$ cat src/rtl/intr_prio_unit.sv
module intr_prio_unit (
  input  logic       clk,
  input  logic       rst_n,
  input  logic       sim_we,
  input  logic [7:0] acc_in,
  input  logic       ei_stb,
  input  logic       di_stb,
  input  logic [7:0] lines_in,
  input  logic [7:0] intr_vec,
  output logic [7:0] rim_data,
  output logic       irq_req,
  output logic [7:0] irq_vec
);

  logic       ie;
  logic [2:0] mask_lo;
  logic [3:0] en_hi;
  logic [6:0] act;
  logic       hit;
  logic [7:0] pick;

  always_ff @(posedge clk) begin
    if (!rst_n) begin
      ie      <= 1'b0;
      mask_lo <= 3'b111;
      en_hi   <= 4'b0000;
    end else if (sim_we) begin
      en_hi   <= acc_in[7:4];
      ie      <= acc_in[3];
      mask_lo <= acc_in[2:0];
    end else if (di_stb) begin
      ie <= 1'b0;
    end else if (ei_stb) begin
      ie <= 1'b1;
    end
  end

  // act[j] is line RST(j+1).5
  assign act = {lines_in[2:0] & ~mask_lo, lines_in[7:4] & en_hi};

  always_comb begin
    hit  = lines_in[3];
    pick = intr_vec;
    for (int j = 0; j < 7; j++) begin
      if (act[j]) begin
        hit  = 1'b1;
        pick = 8'(8 * j + 12);
      end
    end
  end

  assign irq_req  = ie & hit;
  assign irq_vec  = irq_req ? pick : 8'h00;
  assign rim_data = {lines_in[3:0], ie, mask_lo};

endmodule

$ cat config.mk
export PLATFORM = sky130hd
export DESIGN_NAME = intr_prio_unit
export DESIGN_NICKNAME = d
export VERILOG_FILES = /design/src/rtl/intr_prio_unit.sv
export SDC_FILE = /design/constraint.sdc
export NUM_CORES = 1
export LEC_CHECK = 0
export BUFFER_PORTS_ARGS = -buffer_cell sky130_fd_sc_hd__buf_2
export CORE_AREA = 2 2 42 44
export CTS_BUF_LIST = sky130_fd_sc_hd__clkbuf_16
export DETAILED_ROUTE_END_ITERATION = 16
export DIE_AREA = 0 0 44 46
export HOLD_SLACK_MARGIN = 0.12
export PLACE_DENSITY = 0.77
export SLEW_MARGIN = 20
export SYNTH_ARGS = -nofsm -noshare
export SYNTH_HDL_FRONTEND = slang
export SYNTH_SLANG_ARGS = --single-unit
$ cat constraint.sdc
create_clock -name clk -period 2.1 [get_ports clk]
set_clock_uncertainty 0.2 [all_clocks]
set_input_delay 0.315 -clock clk [delete_from_list [all_inputs] [get_ports clk]]
set_output_delay 0.315 -clock clk [all_outputs]
set_load 0.05 [all_outputs]
## Word-level counts from Yosys, hierarchy flattened

Index checks and enable logic that the tools add are counted.

| storage, ports and cells | value |
|---|---|
| flip-flop bits (word level) | 8 |
| output and inout port bits | 17 |
| logic and storage cells | 26 |

| operators by class | value |
|---|---|
| mux-type cells | 18 |
| bitwise logic cells | 4 |
| reduce and logical (&&, ||, !) cells | 1 |

Operator list:

| operator | count |
|---|---|
| $mux 8 | 8 |
| $mux 1 | 10 |
| $and 4x4->4 | 1 |
| $and 3x3->3 | 1 |
| $not 3->3 | 1 |
| $reduce_bool 3->1 | 1 |
| $and 1x1->1 | 1 |

## Logic depth before layout (Yosys ltp)

| depth | value |
|---|---|
| depth in word-level cells | 10 |
| gate-level depth with buffers | 4 |
| mapped depth without buffers | 4 |

## Least setup slack after synthesis

Ideal clock, no wire load.

| path | value |
|---|---|
| path type | reg2out |
| start | register mask_lo[2] |
| end | output irq_vec[3] |
| arrival time | 2.126 ns |
| path slack | -0.541 ns |
| cell stages (with the launch flop) | 5 |
| buffers on the path | 0 |
| cells stage by stage | dfxtp_1 nor2b_1 or4_4 o31ai_4 nor3_1 |

| between the ends | value |
|---|---|
| longest elaborated chain between the ends | 5 |
| elaborated cells between the ends (all ways) | 6 |
| those cells by class | mux (3); bitwise (3) |

Ends and longest elaborated chain:

| what | RTL line | source |
|---|---|---|
| start, declared | 16 | `logic [2:0] mask_lo;` |
| start signal, assigned | 30 | `mask_lo <= acc_in[2:0];` |
| $not 3->3 * | 39 | `assign act = {lines_in[2:0] & ~mask_lo, lines_in[7:4] & en_hi};` |
| $and 3x3->3 * | 39 |  |
| $mux 1 | 45 | `if (act[j]) begin` |
| $and 1x1->1 | 52 | `assign irq_req = ie & hit;` |
| $mux 8 * | 53 | `assign irq_vec = irq_req ? pick : 8'h00;` |
| end, declared | 12 | `output logic [7:0] irq_vec` |

Every way passes the cells marked *; elsewhere a longest branch is shown, timed or not.

## Worst setup path in the final report

| path | value |
|---|---|
| start | register mask_lo[0] |
| end | output irq_vec[4] |

| between the ends | value |
|---|---|
| longest elaborated chain between the ends | 7 |
| elaborated cells between the ends (all ways) | 10 |
| those cells by class | mux (7); bitwise (3) |

Ends and longest elaborated chain:

| what | RTL line |
|---|---|
| $not 3->3 * | 39 |
| $and 3x3->3 * | 39 |
| $mux 1 (3 in a row) | 45 |
| $and 1x1->1 | 52 |
| $mux 8 * | 53 |

Marked as above.

==> impl_metrics.ini <==
[outcome]
status = complete, but fails checks
violations = setup timing

[clock_tree]
cts_buffer_depth = 2
cts.clk_slew.worst_paths_ns = 0.04
cts-root-buf = clkbuf_16
clk_latency_ns = 0.23
cts.sinks = 8
cts_tree = built
numCtsBuffers = 3
htreeDepth = 1

[timing]
period_minus_slack_ns = 2.32
maxSlewHeadroom = 0.766
final-hold-violation-count = 0
post-route-period-util = 1.10
max_freq_ghz = 0.431
rsz0062_at_grt = true
setup_viol = 9
report.final.slew_viol_count = 0
setup_ws_ns = -0.218
worst_pin_slew_ns = 0.348

[synth]
synth_top_area_cell = dfxtp_1
ys_warn_count = 0
synth.distinct_cells = 19
synth-edff-count = 0
synth_top_family_by_area = simple AND/OR/NAND/NOR gates
synth_area_um2 = 520
synth_fa_ha_area_frac = 0
yosys-top-cells-count = nor2b_1, dfxtp_1, nand2_1
muxShareOfSynthArea = 0.135
synth.most_common_cell = nor2b_1
synthFlopType = dfxtp_1
synth_cells = 63
synthSimpleGateAreaFrac = 0.344
yosys-top-cells-area = dfxtp_1, mux2i_1, nor2b_1, buf_4, and2_1
ys_seq_area_frac = 0.308
synth-compound-area-share = 0.127
synth.avg_cell_area_um2 = 8.26
syn_nets = 92
synth_xor_area_frac = 0
async_flop_share = 0
yosysTopAreaCellShare = 0.308
synth.ff_latch_count = 8

[critical_path]
slowest_stage = or4_4
rr_worst_depth = 5
cp_cell_sequence = nor2b_2, or4_4, o31ai_4, a21oi_1, buf_4
r2r-start = mask_lo[0]
critical_path_class = register to output port
cpPeakStageDelay_ns = 0.57
endpoint_kind = output port
worstPathArrival_ns = 1.80
r2r_end = mask_lo[0]
worst-r2r-setup-slack_ns = 0.48
cp_max_fo = 5
worstPathRequired_ns = 1.58
cp-start-kind = register

[floorplanning]
rows = 15
design.core.area_um2 = 1610
die_w_um = 44
initial_core_util = 0.322
dieArea_um2 = 2020
fp.dieH_um = 46
io_pins = 46

[routing]
drt_iter0_drc = 5
dr.pass1.iters = 2
vias = 650
wl_per_cell_um = 12.5
routed_wl_um = 1710
routed_via_density = 4.74
detail-route-antenna-nets = 0
drcViolationCount = 0

[pwr]
power_density_nw_per_um2 = 669
power_uw = 686
swShare = 0.281
ir_drop_v = 0.000456
combinationalPowerShare = 0.283
p_switching_uw = 193
pwr-share-seq = 0.247
p_int_uw = 493
cellLeakagePower_nw = 0.518
pwr-share-clk = 0.470

[place]
dp_hpwl_um = 1200
port_buffers = 45
placed_area_um2 = 800
globalplace.congestion = 0.773

[global_routing]
first_global_vias = 675
grt_start_max_net_pins = 10
antenna_found_initial = 0
track_usage = 0.187
grt_pass1_wl_um = 2640
overflow = 0

[finish]
final_area_um2 = 1020
area_growth_syn_to_layout_pct = 96.9
utilization = 0.635
num-nets-final = 150
drive_above_1_share = 0.583
n_antenna_cell = 0

[hold_path]
hold_path_depth = 2
min_to = mask_lo[2]
min_path_type = input port to register
hold_path.startpoint = rst_n

[run]
maxCapViolCount = 0
[metal layers]
metal	GRT usage	vias to the layer above	part of all wire
met4	0.170	0	0.053
li1	-	325	-
met5	0	-	0
met3	0.0635	8	0.080
met2	0.335	35	0.52
met1	0.163	282	0.34
[cell families (layout without fill, tap and decap cells)]
family	after synthesis	after routing
DFF	8	8
AOI/OAI and AO/OA	8	8
muxes	7	7
buffers and inverters	7	64
and+or+nand+nor	33	33
[layout make-up]
| class | count | area [um^2] |
|---|---|---|
| multi-input cells | 48 | 345 |
| fillers | 130 | 589 |
| repair buffers | 59 | 407 |
| flip-flops and latches | 8 | 169 |
| well taps | 17 | 21.3 |
| inverters | 1 | 3.75 |
| clock inverters | 1 | 3.75 |
| clock buffers | 3 | 75.1 |
[critical path: cells and delay by family (launching register included)]
kind / cells / cell delay [ns]
and+or+nand+nor: 2 / 0.61
AOI/OAI and AO/OA: 2 / 0.42
DFF: 1 / 0.34
buffers and inverters: 1 / 0.20
[how the worst max path moves through the flow]
stage                start         end  slack (ns)  cells past startpoint
2_1_floorplan   mask_lo[2]  irq_vec[4]       -0.08                      4
3_3_place_gp   lines_in[2]  irq_vec[7]       -0.21                      6
3_5_place_dp   lines_in[2]  irq_vec[6]       -0.25                      6
4_1_cts         mask_lo[0]  irq_vec[4]       -0.24                      5
5_1_grt         mask_lo[0]  irq_vec[4]       -0.25                      5
6_report        mask_lo[0]  irq_vec[4]       -0.22                      5
[metrics by stage]
stage,setup TNS (ns),hold WS (ns),setup slack [ns],instances
after floorplan,-0.474,0.176,-0.0808,63
after global placement,-1.61,0.259,-0.215,126
after detailed placement,-1.88,0.283,-0.247,126
after CTS,-1.79,0.121,-0.242,135
after global routing,-2.12,0.147,-0.253,137
final,-1.66,0.117,-0.218,137
[power groups by stage]
stage               Sequential (mW)  Combinational, mW  Clock, mW
global placement              0.170              0.165          0
detailed placement            0.171              0.168          0
CTS                           0.169              0.188      0.325
floorplan                     0.182              0.103          0
global route                  0.171              0.207      0.334
finish                        0.170              0.194      0.322
[layout by cell type, fill, tap and decap left out]
| cell type | netlist | final |
|---|---|---|
| buf_2 | 0 | 36 |
| buf_4 | 5 | 10 |
| nand2_1 | 8 | 8 |
| nor2b_1 | 9 | 7 |
| mux2i_1 | 7 | 7 |
| nor2_1 | 5 | 5 |
| dfxtp_1 | 8 | 5 |
| dlygate4sd3_1 | 0 | 5 |
| buf_6 | 0 | 5 |
| a21oi_1 | 3 | 3 |
| and2_4 | 0 | 3 |
| clkbuf_16 | 0 | 3 |
| buf_8 | 0 | 3 |
| inv_1 | 1 | 2 |
| nor3_1 | 3 | 2 |
| dfxtp_4 | 0 | 2 |
| nor2b_2 | 0 | 1 |
| nor2b_4 | 0 | 1 |
| and2_1 | 5 | 1 |
| or4_4 | 1 | 1 |
| a22oi_1 | 1 | 1 |
| o31ai_4 | 1 | 1 |
| nor3_4 | 0 | 1 |
| and2_2 | 0 | 1 |
| a31oi_1 | 1 | 1 |
| a211o_1 | 1 | 1 |
| a211oi_1 | 1 | 1 |
| nor4_1 | 1 | 1 |
| nor3_2 | 1 | 1 |
| dfxtp_2 | 0 | 1 |
[registers in the layout (all words and copies together), names as in the netlist]
signal and count:
en_hi 4, mask_lo 3, ie 1
[repair_timing]
action	4_1_cts	5_1_grt
hold buffers	5	0
resized for setup	22	3
endpoints found under the setup margin	9	9
pin swaps	3	2
endpoints found under the hold margin	3	0
buffers inserted	0	2
No activity file was read; power rests on OpenSTA's default activity.
